$ cat config.mk
export PLATFORM = sky130hd
export DESIGN_NAME = clk_int_divider
export DESIGN_NICKNAME = d
export VERILOG_FILES = /design/src/rtl/cdiv_pkg.sv /design/src/rtl/cdiv_regs.sv /design/src/rtl/cdiv_decode.sv /design/src/rtl/cdiv_counter.sv /design/src/rtl/clk_int_divider.sv
export SDC_FILE = /design/constraint.sdc
export NUM_CORES = 1
export LEC_CHECK = 0
export ABC_AREA = 1
export CAP_MARGIN = 5
export CORE_AREA = 2 2 100 102
export CTS_BUF_LIST = sky130_fd_sc_hd__clkbuf_8
export CTS_CLUSTER_DIAMETER = 30
export DETAILED_ROUTE_END_ITERATION = 10
export DIE_AREA = 0 0 102 104
export DONT_BUFFER_PORTS = 1
export HOLD_SLACK_MARGIN = 0.05
export PLACE_DENSITY_LB_ADDON = 0.12
export SLEW_MARGIN = 15
export SYNTH_ARGS = -nofsm -noshare
export SYNTH_HDL_FRONTEND = slang
export SYNTH_SLANG_ARGS = --single-unit
$ cat constraint.sdc
create_clock -name clk -period 7.9 [get_ports clk]
set_input_delay 1.975 -clock clk [delete_from_list [all_inputs] [get_ports clk]]
set_output_delay 1.975 -clock clk [all_outputs]
set_load 0.05 [all_outputs]
$ cat src/rtl/cdiv_pkg.sv
package cdiv_pkg;

  typedef enum logic [1:0] {
    MODE_OFF  = 2'd0,
    MODE_PASS = 2'd1,
    MODE_DIV  = 2'd2
  } cdiv_mode_e;

  localparam logic [1:0] ENABLE_BOTH = 2'b11;

  // Length of the high phase for a ratio n: the lower half, rounded down.
  function automatic logic [31:0] high_len(input logic [31:0] n);
    return n >> 1;
  endfunction

  // Operating mode from the enable pair and the ratio.
  function automatic cdiv_mode_e pick_mode(input logic [1:0] en, input logic [31:0] ratio);
    if (en != ENABLE_BOTH) return MODE_OFF;
    if (ratio < 32'd2)     return MODE_PASS;
    return MODE_DIV;
  endfunction

endpackage

$ cat src/rtl/cdiv_regs.sv
module cdiv_regs #(
  parameter int DIV_W = 16
) (
  input  logic               clk,
  input  logic               rst_n,
  input  logic               wr_en,
  input  logic [2*DIV_W-1:0] wr_data,
  output logic [DIV_W-1:0]   ratio_o,
  output logic [1:0]         en_pair_o,
  output logic [2*DIV_W-1:0] rd_data
);
  localparam int REG_W = 2 * DIV_W;
  localparam int GAP_W = REG_W - DIV_W - 2;

  logic [DIV_W-1:0] ratio_q;
  logic [1:0]       en_q;
  logic             unused_gap;

  assign unused_gap = ^wr_data[DIV_W-1:2];

  always_ff @(posedge clk or negedge rst_n) begin
    if (!rst_n) begin
      ratio_q <= '0;
      en_q    <= '0;
    end else if (wr_en) begin
      ratio_q <= wr_data[REG_W-1 -: DIV_W];
      en_q    <= wr_data[1:0];
    end
  end

  assign ratio_o   = ratio_q;
  assign en_pair_o = en_q;
  assign rd_data   = {ratio_q, {GAP_W{1'b0}}, en_q};

  AST_REG_READBACK: assert property (@(posedge clk) disable iff (!rst_n)
    wr_en |=> rd_data == {$past(wr_data[REG_W-1 -: DIV_W]), {GAP_W{1'b0}}, $past(wr_data[1:0])});

endmodule

$ cat src/rtl/cdiv_decode.sv
module cdiv_decode #(
  parameter int DIV_W = 16
) (
  input  logic [DIV_W-1:0] ratio_i,
  input  logic [1:0]       en_pair_i,
  output logic             is_div_o,
  output logic             is_pass_o
);
  import cdiv_pkg::*;

  cdiv_mode_e mode;

  always_comb begin
    mode      = pick_mode(en_pair_i, 32'(ratio_i));
    is_div_o  = (mode == MODE_DIV);
    is_pass_o = (mode == MODE_PASS);
  end

endmodule

$ cat src/rtl/cdiv_counter.sv
module cdiv_counter #(
  parameter int DIV_W = 16
) (
  input  logic             clk,
  input  logic             rst_n,
  input  logic             run_req_i,
  input  logic [DIV_W-1:0] ratio_i,
  output logic             div_clk_o
);
  import cdiv_pkg::*;

  logic [DIV_W-1:0] cnt_q, act_q, n_cnt, n_act;
  logic             run_q, q_q;
  logic             wrap_ev, start_ev;

  // Named events for the checks below.
  assign wrap_ev  = run_q && (cnt_q == act_q - DIV_W'(1));
  assign start_ev = run_req_i && !run_q;

  always_comb begin
    n_cnt = wrap_ev ? '0 : cnt_q + DIV_W'(1);
    n_act = wrap_ev ? ratio_i : act_q;
  end

  always_ff @(posedge clk or negedge rst_n) begin
    if (!rst_n) begin
      run_q <= 1'b0;
      cnt_q <= '0;
      act_q <= '0;
      q_q   <= 1'b0;
    end else if (!run_req_i) begin
      run_q <= 1'b0;
      cnt_q <= '0;
      act_q <= '0;
      q_q   <= 1'b0;
    end else if (start_ev) begin
      run_q <= 1'b1;
      cnt_q <= '0;
      act_q <= ratio_i;
      q_q   <= 32'd0 < high_len(32'(ratio_i));
    end else begin
      cnt_q <= n_cnt;
      act_q <= n_act;
      q_q   <= 32'(n_cnt) < high_len(32'(n_act));
    end
  end

  assign div_clk_o = q_q;

  AST_CNT_BOUND: assert property (@(posedge clk) disable iff (!rst_n)
    run_q |-> (cnt_q < act_q) && (act_q >= DIV_W'(2)));

  AST_OFF_LOW: assert property (@(posedge clk) disable iff (!rst_n)
    !run_req_i |=> !div_clk_o);

  AST_START_FRESH: assert property (@(posedge clk) disable iff (!rst_n)
    start_ev |=> div_clk_o && (cnt_q == '0));

  AST_HOLD_MID_PERIOD: assert property (@(posedge clk) disable iff (!rst_n)
    (run_q && run_req_i && !wrap_ev) |=> $stable(act_q));

endmodule

$ cat src/rtl/clk_int_divider.sv
module clk_int_divider #(
  parameter int DIV_W = 16
) (
  input  logic                 clk,
  input  logic                 rst_n,
  input  logic                 wr_en,
  input  logic [2*DIV_W-1:0]   wr_data,
  output logic [2*DIV_W-1:0]   rd_data,
  output logic                 clk_out
);
  logic [DIV_W-1:0] ratio;
  logic [1:0]       en_pair;
  logic             is_div, is_pass, div_clk;

  cdiv_regs #(.DIV_W(DIV_W)) u_regs (
    .clk       (clk),
    .rst_n     (rst_n),
    .wr_en     (wr_en),
    .wr_data   (wr_data),
    .ratio_o   (ratio),
    .en_pair_o (en_pair),
    .rd_data   (rd_data)
  );

  cdiv_decode #(.DIV_W(DIV_W)) u_decode (
    .ratio_i   (ratio),
    .en_pair_i (en_pair),
    .is_div_o  (is_div),
    .is_pass_o (is_pass)
  );

  cdiv_counter #(.DIV_W(DIV_W)) u_counter (
    .clk       (clk),
    .rst_n     (rst_n),
    .run_req_i (is_div),
    .ratio_i   (ratio),
    .div_clk_o (div_clk)
  );

  // Pass-through selects the parent clock itself; otherwise the counter output.
  assign clk_out = is_pass ? clk : div_clk;

  AST_PASS_COUNTER_IDLE: assert property (@(posedge clk) disable iff (!rst_n)
    is_pass |=> !div_clk);

endmodule

==> qor.csv, run 1 <==
stage,metric,value,unit
layout,total_nets_final,565,
synthesis,prevailing_post_synth_register_cell,dfrtp_1,
critical_path,slowest_delay,0.38,ns
layout,diodes,0,
route,drt-vias-per-instance,4.86,
pwr,power,0.651,mW
critical_path,endpoint_class_of_the_critical_path,output pin,
timing,setup-tns-final,0,ns
synthesis,synth_warnings,0,
timing,slew_violations,0,
synthesis,fraction_of_the_mapped_netlist_area_in_compound_gates,0.0977,
synthesis,synth.mux.area_fraction,0.0183,
cts,cts.reportedPaths.clkPinSlew,0.09,ns
global_routing,antenna_found_initial,0,
placement,placement.cell_area,3740,µm²
route,drt-pass1-iter-count,4,
route,post-route-drc-count,0,
timing,worstMarginPinSlew,0.995,ns
synthesis,synth-seq-area-share,0.353,
critical_path,path_buf_inv,2,
critical_path,timing.setup.critical_path_class,clk2out,
timing,report.final.hold_viol_count,0,
synthesis,postSynth.asyncResetShare,1.00,
floorplan,die_area,10600,µm²
synthesis,post_synth_inst_count,516,
synthesis,synth_edf_count,0,
route,drt_wl_total,9.22,mm
synthesis,post_synth_num_cell_types,34,
timing,fin_skew,0.0108,ns
critical_path,cp.arrival,4.56,ns
floorplan,core_region_area,9550,µm²
cts,clock_tree_from_tritoncts,done,
min_path,hp-class,reg2reg,
outcome,run_status,"complete, no violations",
floorplan,horiz_die_dim,102,µm
cts,clk_latency,0.41,ns
global_routing,maximum_number_of_pins_on_one_net_before_global_route_repair,53,
global_routing,globalRouteOverflowTotal,0,
floorplan,io_pins,68,
synthesis,yosys.area_share.adder,0.0543,
floorplan,rows,36,
synthesis,synth_simple_gate_area_frac,0.308,
synthesis,synth.cell_area,3690,µm²
layout,final_core_utilization,0.406,
layout,drive_gt1_frac,0.0777,
synthesis,postSynthRegisterBits,52,
route,number_of_vias_after_detailed_routing,3152,
critical_path,cp_cell_sequence,clkbuf_8 > clkbuf_8 > mux2_2,
timing,maxSlewHeadroom,0.335,
pwr,power.density,168,nW/µm²
critical_path,rrSetupSlack,4.22,ns
route,wl_per_cell,14.2,µm
flow_run,maximum_capacitance_violations,0,
floorplan,initial_core_util,0.386,
critical_path,crit_path_frequent_cell,clkbuf_8,
floorplan,floorplan.die.height,104,µm
critical_path,slowest_stage,mux2_2,
synthesis,synth_top_family_by_area,simple AND/OR/NAND/NOR gates,
critical_path,ff2ff_path_depth,22,
placement,gp_congestion,0.876,
critical_path,crit_path_max_fanout,2,
critical_path,critical_path_required,5.93,ns
pwr,total_leakage_power,2.10,nW
route,drtAntennaViolNets,0,
timing,grt_setup_unrepaired,false,
cts,count_of_hold_buffers_inserted_by_post_cts_repair,0,
global_routing,number_of_global_route_vias_before_repair,3075,
placement,hpwlAfterDp,7.27,mm
route,drt-initial-drc-count,121,
critical_path,cpLargestDelayFamily,multiplexers,
synthesis,syn_avg_cell_area,7.15,µm²
critical_path,worst_setup_path_start_kind,clock port,
global_routing,grt_pass1_wl,15.4,mm
critical_path,critical_path_depth,3,
pwr,ir_worst_vdd,120,µV
layout,area_growth_syn_to_layout,5.23,%
min_path,hold_depth,3,
global_routing,grt_use_total,0.184,
timing,final_number_of_setup_violating_endpoints,0,
cts,ctsResizeCount,0,
synthesis,synth_xor_area_frac,0.0428,
placement,buffer_ports.inserted,0,
layout,finalInstanceArea,3880,µm²
cts,cts_setup_buffers,0,
-- sequential cells by signal, summed over array words and instances, names as in the netlist --
| signal | cells |
|---|---|
| u_counter.div_clk_o | 1 |
| u_regs.en_pair_o | 2 |
| u_counter.act_q | 16 |
| u_regs.ratio_o | 16 |
| u_counter.cnt_q | 16 |
| u_counter.run_q | 1 |
-- cell type report --
class | instances | area (µm²)
Fill cell | 1057 | 5670
Multi-Input combinational cell | 371 | 1970
Tap cell | 133 | 166
Clock buffer | 9 | 124
Clock inverter | 2 | 11.3
Sequential cell | 52 | 1300
Inverter | 81 | 304
-- Yosys cell counts, drive strengths merged (2+ instances only) --
cell,n,area [µm²]
nor2,58,263
nor3,5,25.0
o21ai,41,205
buf,18,131
clkinv,2,7.51
nand2,131,514
nand3b,6,45.0
o22ai,9,56.3
a211oi,2,15.0
nand4,6,37.5
inv,79,297
clkbuf,7,26.3
nand3,38,200
xnor2,5,43.8
ha,16,200
mux2,6,67.6
nor4,6,50.0
xor2,13,114
dfrtp,52,1300
a21oi,12,60.1
-- logic make-up after synthesis --
kind of cell | Yosys count
AOI/OAI and AO/OA | 67
xor gates and xnor gates | 18
adders and majority gates | 16
buffers and inverters | 106
DFF | 52
muxes | 6
other | 1
and+or+nand+nor | 250
-- through the flow --
step	instances	hold slack [ns]	setup WS (ns)
after detailed placement	637	0.609	1.60
after CTS	648	0.627	1.36
after global routing	648	0.685	1.36
final	648	0.637	1.36
after floorplan	529	0.565	1.60
after global placement	637	0.611	1.60
-- power by group --
part | switching, mW | internal [mW]
registers | 0.0482 | 0.278
clock network | 0.0971 | 0.103
logic | 0.0863 | 0.0391
-- worst min-delay path: cells and delay by family, from the launching register on --
family                 cells  cell delay (ns)
flip-flops                 1             0.42
AND/OR/NAND/NOR            2             0.13
buffers and inverters      1             0.06
-- per-layer routing --
layer,track usage,up-vias,wire length [µm]
li1,-,1610,-
met1,0.266,1447,4490
met2,0.284,88,4100
met3,0.0329,7,528
met4,0.0457,0,95
met5,0,-,0
-- cells in the final DEF, fill, tap and decap left out --
| master | instances |
|---|---|
| nand2_1 | 124 |
| inv_1 | 77 |
| dfrtp_1 | 52 |
| nor2_1 | 48 |
| o21ai_0 | 40 |
| nand3_1 | 36 |
| ha_1 | 16 |
| conb_1 | 14 |
| xor2_1 | 13 |
| a21oi_1 | 12 |
| o22ai_1 | 9 |
| clkbuf_8 | 9 |
| nand4_1 | 6 |
| nand2_2 | 6 |
| nor2_2 | 6 |
| nand3b_1 | 6 |
| mux2_2 | 6 |
| xnor2_1 | 5 |
| nor3_1 | 5 |
| nor2_4 | 4 |
| nor4_1 | 4 |
| inv_2 | 3 |
| nand3_2 | 2 |
| clkinv_1 | 2 |
| nor4_2 | 2 |
| a211oi_1 | 2 |
| o21ai_1 | 1 |
| nand2_4 | 1 |
| a21o_1 | 1 |
| o2111ai_1 | 1 |
| o31ai_1 | 1 |
| clkinvlp_4 | 1 |
-- path summary, 6_finish.rpt --
kind | end | from
worst max-delay path | clk_out | clk
worst min-delay path | u_counter.cnt_q[0] | u_counter.cnt_q[0]
worst max register to register | u_counter.div_clk_o | u_counter.act_q[0]
worst min register to register | u_counter.cnt_q[0] | u_counter.cnt_q[0]
max in group asynchronous | u_regs.ratio_o[7] | rst_n
min in group asynchronous | u_counter.cnt_q[3] | rst_n
No activity file was read; power rests on OpenSTA's default activity.
==> inputs of run 2 (changes only) <==
--- a/config.mk
+++ b/config.mk
@@ -5,13 +5,13 @@
 export SDC_FILE = /design/constraint.sdc
 export NUM_CORES = 1
 export LEC_CHECK = 0
-export ABC_AREA = 1
+export ABC_AREA = 0
 export CAP_MARGIN = 5
-export CORE_AREA = 2 2 100 102
+export CORE_AREA = 2 2 98 100
 export CTS_BUF_LIST = sky130_fd_sc_hd__clkbuf_8
 export CTS_CLUSTER_DIAMETER = 30
 export DETAILED_ROUTE_END_ITERATION = 10
-export DIE_AREA = 0 0 102 104
+export DIE_AREA = 0 0 100 102
 export DONT_BUFFER_PORTS = 1
 export HOLD_SLACK_MARGIN = 0.05
 export PLACE_DENSITY_LB_ADDON = 0.12
==> constraint.sdc (replaced) <==
create_clock -name clk -period 6.2 [get_ports clk]
set_input_delay 1.55 -clock clk [delete_from_list [all_inputs] [get_ports clk]]
set_output_delay 1.55 -clock clk [all_outputs]
set_load 0.05 [all_outputs]
==> run 2 against run 1 <==
  * Die area is 3.8% lower
  * Clock skew down 0.0031 ns
  * Synthesized cell count down 26%
==> qor.csv, run 2 <==
stage,metric,value,unit,change
outcome,run_status,"complete, no violations",,
layout,multi_input_comb_area,2060,µm²,+4.2%
route,drt_wl_total,8.20,mm,-11%
synthesis,post_synth_inst_count,381,,-26%
critical_path,setup.worst_path.start,clk,,
critical_path,cp.arrival,3.71,ns,-0.85 ns
synthesis,synth_top_family_by_area,simple AND/OR/NAND/NOR gates,,
critical_path,slowest_delay,0.38,ns,about the same
synthesis,synth.mux.area_fraction,0.106,,+0.0876
synthesis,prevailing_post_synth_register_cell,dfrtp_1,,
placement,buffer_ports.inserted,0,,unchanged
layout,n_fill_cell,925,,-12%
cts,cts_setup_buffers,0,,unchanged
critical_path,cpLargestDelayFamily,multiplexers,,
route,wl_per_cell,17.0,µm,+20%
synthesis,syn_avg_cell_area,9.30,µm²,+30%
critical_path,critical_path_required,4.65,ns,-1.28 ns
synthesis,synth_top_cells_by_count,"dfrtp_1, nor2_1, nand2_1, mux2_2, xnor2_1",,
synthesis,post_synth_num_cell_types,46,,+35%
layout,layout.cells.most_common,dfrtp_1,,
pwr,power,0.847,mW,+30%
critical_path,r2r_start,u_counter.act_q[0],,
pwr,total_leakage_power,1.49,nW,-29%
synthesis,postSynthRegisterBits,52,,unchanged
route,number_of_vias_after_detailed_routing,2711,,-14%
global_routing,grt_pass1_wl,13.3,mm,-13%
critical_path,slowest_stage,mux2_2,,
synthesis,synth.cell_area,3540,µm²,-3.9%
global_routing,gr-max-usage-layer,met2,,
cts,clock_tree_from_tritoncts,done,,
floorplan,initial_core_util,0.389,,+0.00287
critical_path,ff2ff_path_depth,17,,-23%
synthesis,synth_simple_gate_area_frac,0.187,,-0.121
global_routing,grtUsageMet3,0.0356,,+0.00264
synthesis,fraction_of_the_mapped_netlist_area_in_compound_gates,0.140,,+0.0421
synthesis,yosys.area_share.adder,0.0565,,+0.00220
global_routing,met2_usage,0.272,,-0.0125
pwr,ir_worst_vdd,158,µV,+32%
cts,count_of_hold_buffers_inserted_by_post_cts_repair,0,,unchanged
placement,placement.cell_area,3540,µm²,-5.5%
layout,drive_gt1_frac,0.0946,,+0.0169
pwr,power.density,230,nW/µm²,+37%
placement,gp_congestion,0.835,,-4.7%
layout,total_nets_final,420,,-26%
global_routing,globalRouteOverflowTotal,0,,unchanged
critical_path,timing.setup.critical_path_class,clk2out,,
floorplan,io_pins,68,,unchanged
synthesis,synth-seq-area-share,0.367,,+0.0143
placement,hpwlAfterDp,6.01,mm,-17%
global_routing,number_of_global_route_vias_before_repair,2628,,-15%
layout,final_core_utilization,0.403,,-0.00288
route,drt-pass1-iter-count,4,,unchanged
synthesis,synth_edf_count,0,,unchanged
global_routing,global_route.usage.met1,0.229,,-0.0375
route,drt-vias-per-instance,5.64,,+16%
timing,final_number_of_setup_violating_endpoints,0,,unchanged
layout,area_growth_syn_to_layout,3.71,%,
critical_path,endpoint_class_of_the_critical_path,output pin,,
layout,diodes,0,,unchanged
cts,cts.reportedPaths.clkPinSlew,0.09,ns,about the same
cts,ctsResizeCount,0,,unchanged
timing,setup-tns-final,0,ns,unchanged
critical_path,crit_path_frequent_cell,clkbuf_8,,
layout,most-common-layout-cells,"dfrtp_1, nor2_1, nand2_1, mux2_2, xnor2_1",,
critical_path,critical_path_depth,3,,unchanged
flow_run,maximum_capacitance_violations,0,,unchanged
critical_path,rrSetupSlack,1.28,ns,-2.94 ns
timing,grt_setup_unrepaired,false,,
synthesis,yosys-top-cells-area,"dfrtp_1, mux2_2, ha_1, nor2_1, xnor2_1",,
synthesis,synth_xor_area_frac,0.0742,,+0.0314
route,drtAntennaViolNets,0,,unchanged
global_routing,grt_use_total,0.169,,-0.0147
critical_path,worst_setup_path_start_kind,clock port,,
timing,maxSlewHeadroom,0.386,,+0.0511
global_routing,maximum_number_of_pins_on_one_net_before_global_route_repair,53,,unchanged
synthesis,synth_warnings,0,,unchanged
layout,seq_area,1300,µm²,unchanged
min_path,hp-class,reg2reg,,
floorplan,die_area,10200,µm²,-3.8%
critical_path,r2r-end,u_counter.div_clk_o,,
floorplan,floorplan.die.height,102,µm,-1.9%
critical_path,crit_path_max_fanout,2,,unchanged
critical_path,critPathCapture,clk_out,,
floorplan,rows,35,,-2.8%
timing,report.final.hold_viol_count,0,,unchanged
timing,fin_skew,0.00766,ns,-0.00310 ns
placement,pre_cts_slack,1.18,ns,-0.425 ns
floorplan,core_region_area,9110,µm²,-4.6%
timing,worstMarginPinSlew,0.920,ns,-0.0753 ns
critical_path,path_buf_inv,2,,unchanged
timing,slew_violations,0,,unchanged
synthesis,share_of_yosys_cell_area_claimed_by_the_top_area_cell_type,0.367,,+0.0143
cts,clk_latency,0.41,ns,about the same
floorplan,horiz_die_dim,100,µm,-2.0%
synthesis,yosysMostFrequentCell,dfrtp_1,,
route,drt-initial-drc-count,84,,-31%
global_routing,antenna_found_initial,0,,unchanged
timing,setup_ws,0.936,ns,-0.428 ns
route,post-route-drc-count,0,,unchanged
synthesis,synth_area_leader_cell,dfrtp_1,,
layout,finalInstanceArea,3670,µm²,-5.3%
critical_path,cp_cell_sequence,clkbuf_8 > clkbuf_8 > mux2_2,,
synthesis,postSynth.asyncResetShare,1.00,,unchanged
==> run 2: changes by cell type in the layout (fill, tap and decap cells not counted), sizes merged, moves of 15 or more <==
cell    change
inv        -70
mux2i      +15
nand2     -103
nand3      -30
o211ai     +15
o21ai      -30
==> run 2: area by class of cell <==
type	count	area share
Tap cell	111	0.0378
Clock buffer	8	0.0300
Inverter	9	0.00919
Sequential cell	52	0.354
Multi-Input combinational cell	296	0.559
Timing Repair Buffer	2	0.00409
Clock inverter	3	0.00545
==> run 2: power breakdown <==
| group | internal, mW | switching (mW) | total (mW) |
|---|---|---|---|
| sequential | 0.359 | 0.0802 | 0.439 |
| combinational | 0.0629 | 0.0956 | 0.158 |
| clock | 0.121 | 0.128 | 0.249 |
==> run 2: routing by layer <==
| layer | part of all wire | up-vias | routed length (µm) |
|---|---|---|---|
| met2 | 0.45 | 76 | 3680 |
| met5 | 0 | - | 0 |
| met3 | 0.047 | 8 | 383 |
| li1 | - | 1321 | - |
| met1 | 0.49 | 1306 | 4040 |
| met4 | 0.012 | 0 | 100 |
==> run 2: per-stage QoR <==
| stage | std cells | hold WS (ns) |
|---|---|---|
| 2_1_floorplan | 394 | 0.497 |
| 3_3_place_gp | 470 | 0.555 |
| 3_5_place_dp | 470 | 0.561 |
| 4_1_cts | 481 | 0.574 |
| 5_1_grt | 481 | 0.614 |
| 6_report | 481 | 0.568 |
==> run 2: worst min path at each step <==
stage                                    from  depth (start not counted)  slack, ns                   to
final                      u_counter.cnt_q[0]                          1       0.57   u_counter.cnt_q[0]
after global routing      u_counter.act_q[15]                          2       0.61  u_counter.act_q[15]
after CTS                  u_counter.cnt_q[0]                          1       0.57   u_counter.cnt_q[0]
after detailed placement   u_counter.cnt_q[0]                          1       0.56   u_counter.cnt_q[0]
after global placement     u_counter.cnt_q[0]                          1       0.55   u_counter.cnt_q[0]
after floorplan            u_counter.cnt_q[0]                          1       0.50   u_counter.cnt_q[0]
==> run 2: cell families after synthesis <==
logic type                 after synthesis
adders and majority gates               16
AOI/OAI and AO/OA                       69
xor gates and xnor gates                30
and+or+nand+nor                        132
DFF                                     52
buffers and inverters                   46
muxes                                   35
other                                    1
==> run 2: worst register-to-register path, stage by stage (launching register included) <==
cell and delay, ns:
dfrtp_1 0.42, inv_1 0.09, ha_1 0.28, or4b_1 0.54, or4b_1 0.52, a21oi_1 0.19
o32ai_1 0.18, a2111oi_4 0.35, buf_4 0.32, buf_4 0.46, mux2i_1 0.14, ha_1 0.33
nand4_1 0.07, or3_1 0.37, nor3_1 0.26, nand2b_1 0.08, mux2i_1 0.13, nor3_1 0.07
==> inputs of run 3 (changes only) <==
==> constraint.sdc (replaced) <==
create_clock -name clk -period 4.29 [get_ports clk]
set_input_delay 1.0725 -clock clk [delete_from_list [all_inputs] [get_ports clk]]
set_output_delay 1.0725 -clock clk [all_outputs]
set_load 0.05 [all_outputs]
==> run 3 against run 2 <==
  * Clock power increased by 55%
  * Combinational power increased by 78%
  * Design area increased by 6.8%
  * Global-route usage increased by 0.81 points
  * First-iteration DRC count increased by 54%
  * Sequential cell count unchanged
  * Count of clock-buffer cells in the layout increased by 1
  * Routed wire length increased by 5.0%
  * Non-clock buffer count increased by 22
  * Via count increased by 3.2%
  * Worst hold slack got worse by 0.23 ns
  * Power increased by 53%
  * Largest power group unchanged
==> qor.csv, run 3 (same netlist as run 2, synthesis figures left out) <==
stage,metric,value,unit,change
outcome,run_status,"complete, no violations",,
critical_path,cp.arrival,4.32,ns,+0.61 ns
route,drtAntennaViolNets,0,,unchanged
layout,multi_input_comb_area,2110,µm²,+2.4%
global_routing,grt_use_total,0.178,,+0.00812
placement,hpwlAfterDp,6.48,mm,+7.8%
timing,final_critical_path_share_of_the_clock_period,0.938,,
cts,clk_latency,0.41,ns,about the same
route,post-route-drc-count,0,,unchanged
cts,count_of_hold_buffers_inserted_by_post_cts_repair,0,,unchanged
layout,drive_gt1_frac,0.166,,+0.0712
floorplan,die_area,10200,µm²,unchanged
layout,n_fill_cell,892,,-3.6%
global_routing,number_of_global_route_vias_before_repair,2749,,+4.6%
critical_path,r2r_start,u_counter.act_q[0],,
floorplan,floorplan.die.height,102,µm,unchanged
global_routing,global_route.usage.met1,0.247,,+0.0183
route,wl_per_cell,17.1,µm,+0.41%
global_routing,globalRouteOverflowTotal,0,,unchanged
layout,diodes,0,,unchanged
global_routing,gr-max-usage-layer,met2,,
critical_path,critPathCapture,u_counter.div_clk_o,,
pwr,cell_internal_pwr,0.839,mW,+55%
pwr,ir_worst_vdd,224,µV,+41%
route,drt-vias-per-instance,5.56,,-1.3%
global_routing,met2_usage,0.291,,+0.0192
pwr,clock_power_share,0.297,,+0.003
critical_path,crit_path_max_fanout,12,,+10
placement,buffer_ports.inserted,0,,unchanged
route,drt_wl_total,8.61,mm,+5.0%
min_path,hp-class,in2async,,
layout,seq_area,1300,µm²,unchanged
floorplan,horiz_die_dim,100,µm,unchanged
floorplan,initial_core_util,0.389,,unchanged
route,number_of_vias_after_detailed_routing,2797,,+3.2%
layout,layout.cells.most_common,dfrtp_1,,
pwr,power.share.switching,0.352,,-0.00677
layout,area_growth_syn_to_layout,10.8,%,
timing,fin_skew,0.00937,ns,+0.00171 ns
pwr,total_leakage_power,1.63,nW,+9.7%
timing,report.final.hold_viol_count,0,,unchanged
critical_path,setup.worst_path.start,u_counter.act_q[0],,
timing,maxSlewHeadroom,0.390,,+0.00351
global_routing,grt_pass1_wl,14.1,mm,+5.6%
placement,placement.cell_area,3710,µm²,+4.8%
layout,final_core_utilization,0.431,,+0.0275
route,drt-pass1-iter-count,4,,unchanged
timing,final_number_of_setup_violating_endpoints,0,,unchanged
cts,clock_tree_from_tritoncts,done,,
critical_path,endpoint_class_of_the_critical_path,flip-flop,,
global_routing,grtUsageMet3,0.0335,,-0.00205
floorplan,io_pins,68,,unchanged
pwr,seq_power_share,0.485,,-0.034
timing,achievable-frequency,0.248,GHz,
global_routing,antenna_found_initial,0,,unchanged
global_routing,maximum_number_of_pins_on_one_net_before_global_route_repair,53,,unchanged
critical_path,rrSetupSlack,0.26,ns,-1.02 ns
critical_path,worst_setup_path_start_kind,flip-flop,,
layout,finalInstanceArea,3930,µm²,+6.8%
route,drt-initial-drc-count,129,,+54%
cts,cts.reportedPaths.clkPinSlew,0.10,ns,about the same
timing,final.min_clock_period,4.03,ns,
critical_path,critical_path_required,4.58,ns,-0.07 ns
pwr,power_frac_comb,0.217,,+0.030
pwr,power.density,330,nW/µm²,+43%
floorplan,core_region_area,9110,µm²,unchanged
layout,most-common-layout-cells,"dfrtp_1, nor2_1, nand2_1, mux2_2, buf_4",,
flow_run,maximum_capacitance_violations,0,,unchanged
timing,slew_violations,0,,unchanged
critical_path,timing.setup.critical_path_class,reg2reg,,
timing,worstMarginPinSlew,0.914,ns,-0.00527 ns
critical_path,ff2ff_path_depth,17,,unchanged
pwr,power.switching,0.457,mW,+50%
placement,gp_congestion,0.808,,-3.1%
layout,total_nets_final,442,,+5.2%
floorplan,rows,35,,unchanged
critical_path,r2r-end,u_counter.div_clk_o,,
[run 3: final cells by class]
class / count / share of cell area
clock inverter: 2 / 0.00446
timing repair buffer: 24 / 0.0520
clock buffer: 9 / 0.0316
inverter: 9 / 0.00861
tap: 111 / 0.0354
sequential: 52 / 0.332
multi-input combinational: 296 / 0.537
[run 3: power by group through the flow]
stage | registers (mW) | logic (mW) | clock network (mW)
CTS | 0.627 | 0.268 | 0.401
global placement | 0.637 | 0.264 | 0.00533
finish | 0.629 | 0.282 | 0.385
floorplan | 0.618 | 0.215 | 0.00533
global route | 0.636 | 0.310 | 0.418
detailed placement | 0.638 | 0.267 | 0.00533
[run 3: stage by stage]
stage	hold WS [ns]	std cells	setup WS [ns]	setup TNS, ns	total power [mW]
floorplan	0.497	394	0.102	0	0.838
global placement	0.565	491	0.0621	0	0.906
detailed placement	0.566	491	0.0353	0	0.910
CTS	0.328	502	0.0105	0	1.30
global route	0.309	503	-0.00366	-0.00366	1.36
finish	0.341	503	0.265	0	1.30
[run 3: critical path, cell delays in order (launching register included)]
cell,delay (ns)
dfrtp_1,0.39
inv_1,0.07
ha_1,0.21
or4b_4,0.48
or4b_1,0.54
a21oi_2,0.16
o32ai_2,0.13
a2111oi_4,0.22
buf_6,0.18
buf_12,0.13
mux2i_1,0.08
ha_1,0.33
nand3_1,0.10
or3_1,0.42
nor3_2,0.16
nand2b_1,0.07
mux2i_1,0.17
nor3_2,0.08
[run 3: layer usage]
metal	vias to the layer above	wire length, µm
met5	-	0
met3	6	340
met2	68	3940
met1	1358	4250
met4	0	78
li1	1365	-
[run 3: timing repair]
action	in CTS	in global routing
gates resized for setup	0	14
setup endpoints to repair	0	1
setup buffers	0	1
[run 3: worst min-delay path by stage]
stage                             from                  end  cells after the start
finish                           rst_n   u_counter.act_q[4]                      0
global route                     rst_n  u_counter.act_q[12]                      0
CTS                              rst_n  u_regs.en_pair_o[1]                      0
detailed placement  u_counter.cnt_q[0]   u_counter.cnt_q[0]                      1
global placement    u_counter.cnt_q[0]   u_counter.cnt_q[0]                      1
floorplan           u_counter.cnt_q[0]   u_counter.cnt_q[0]                      1
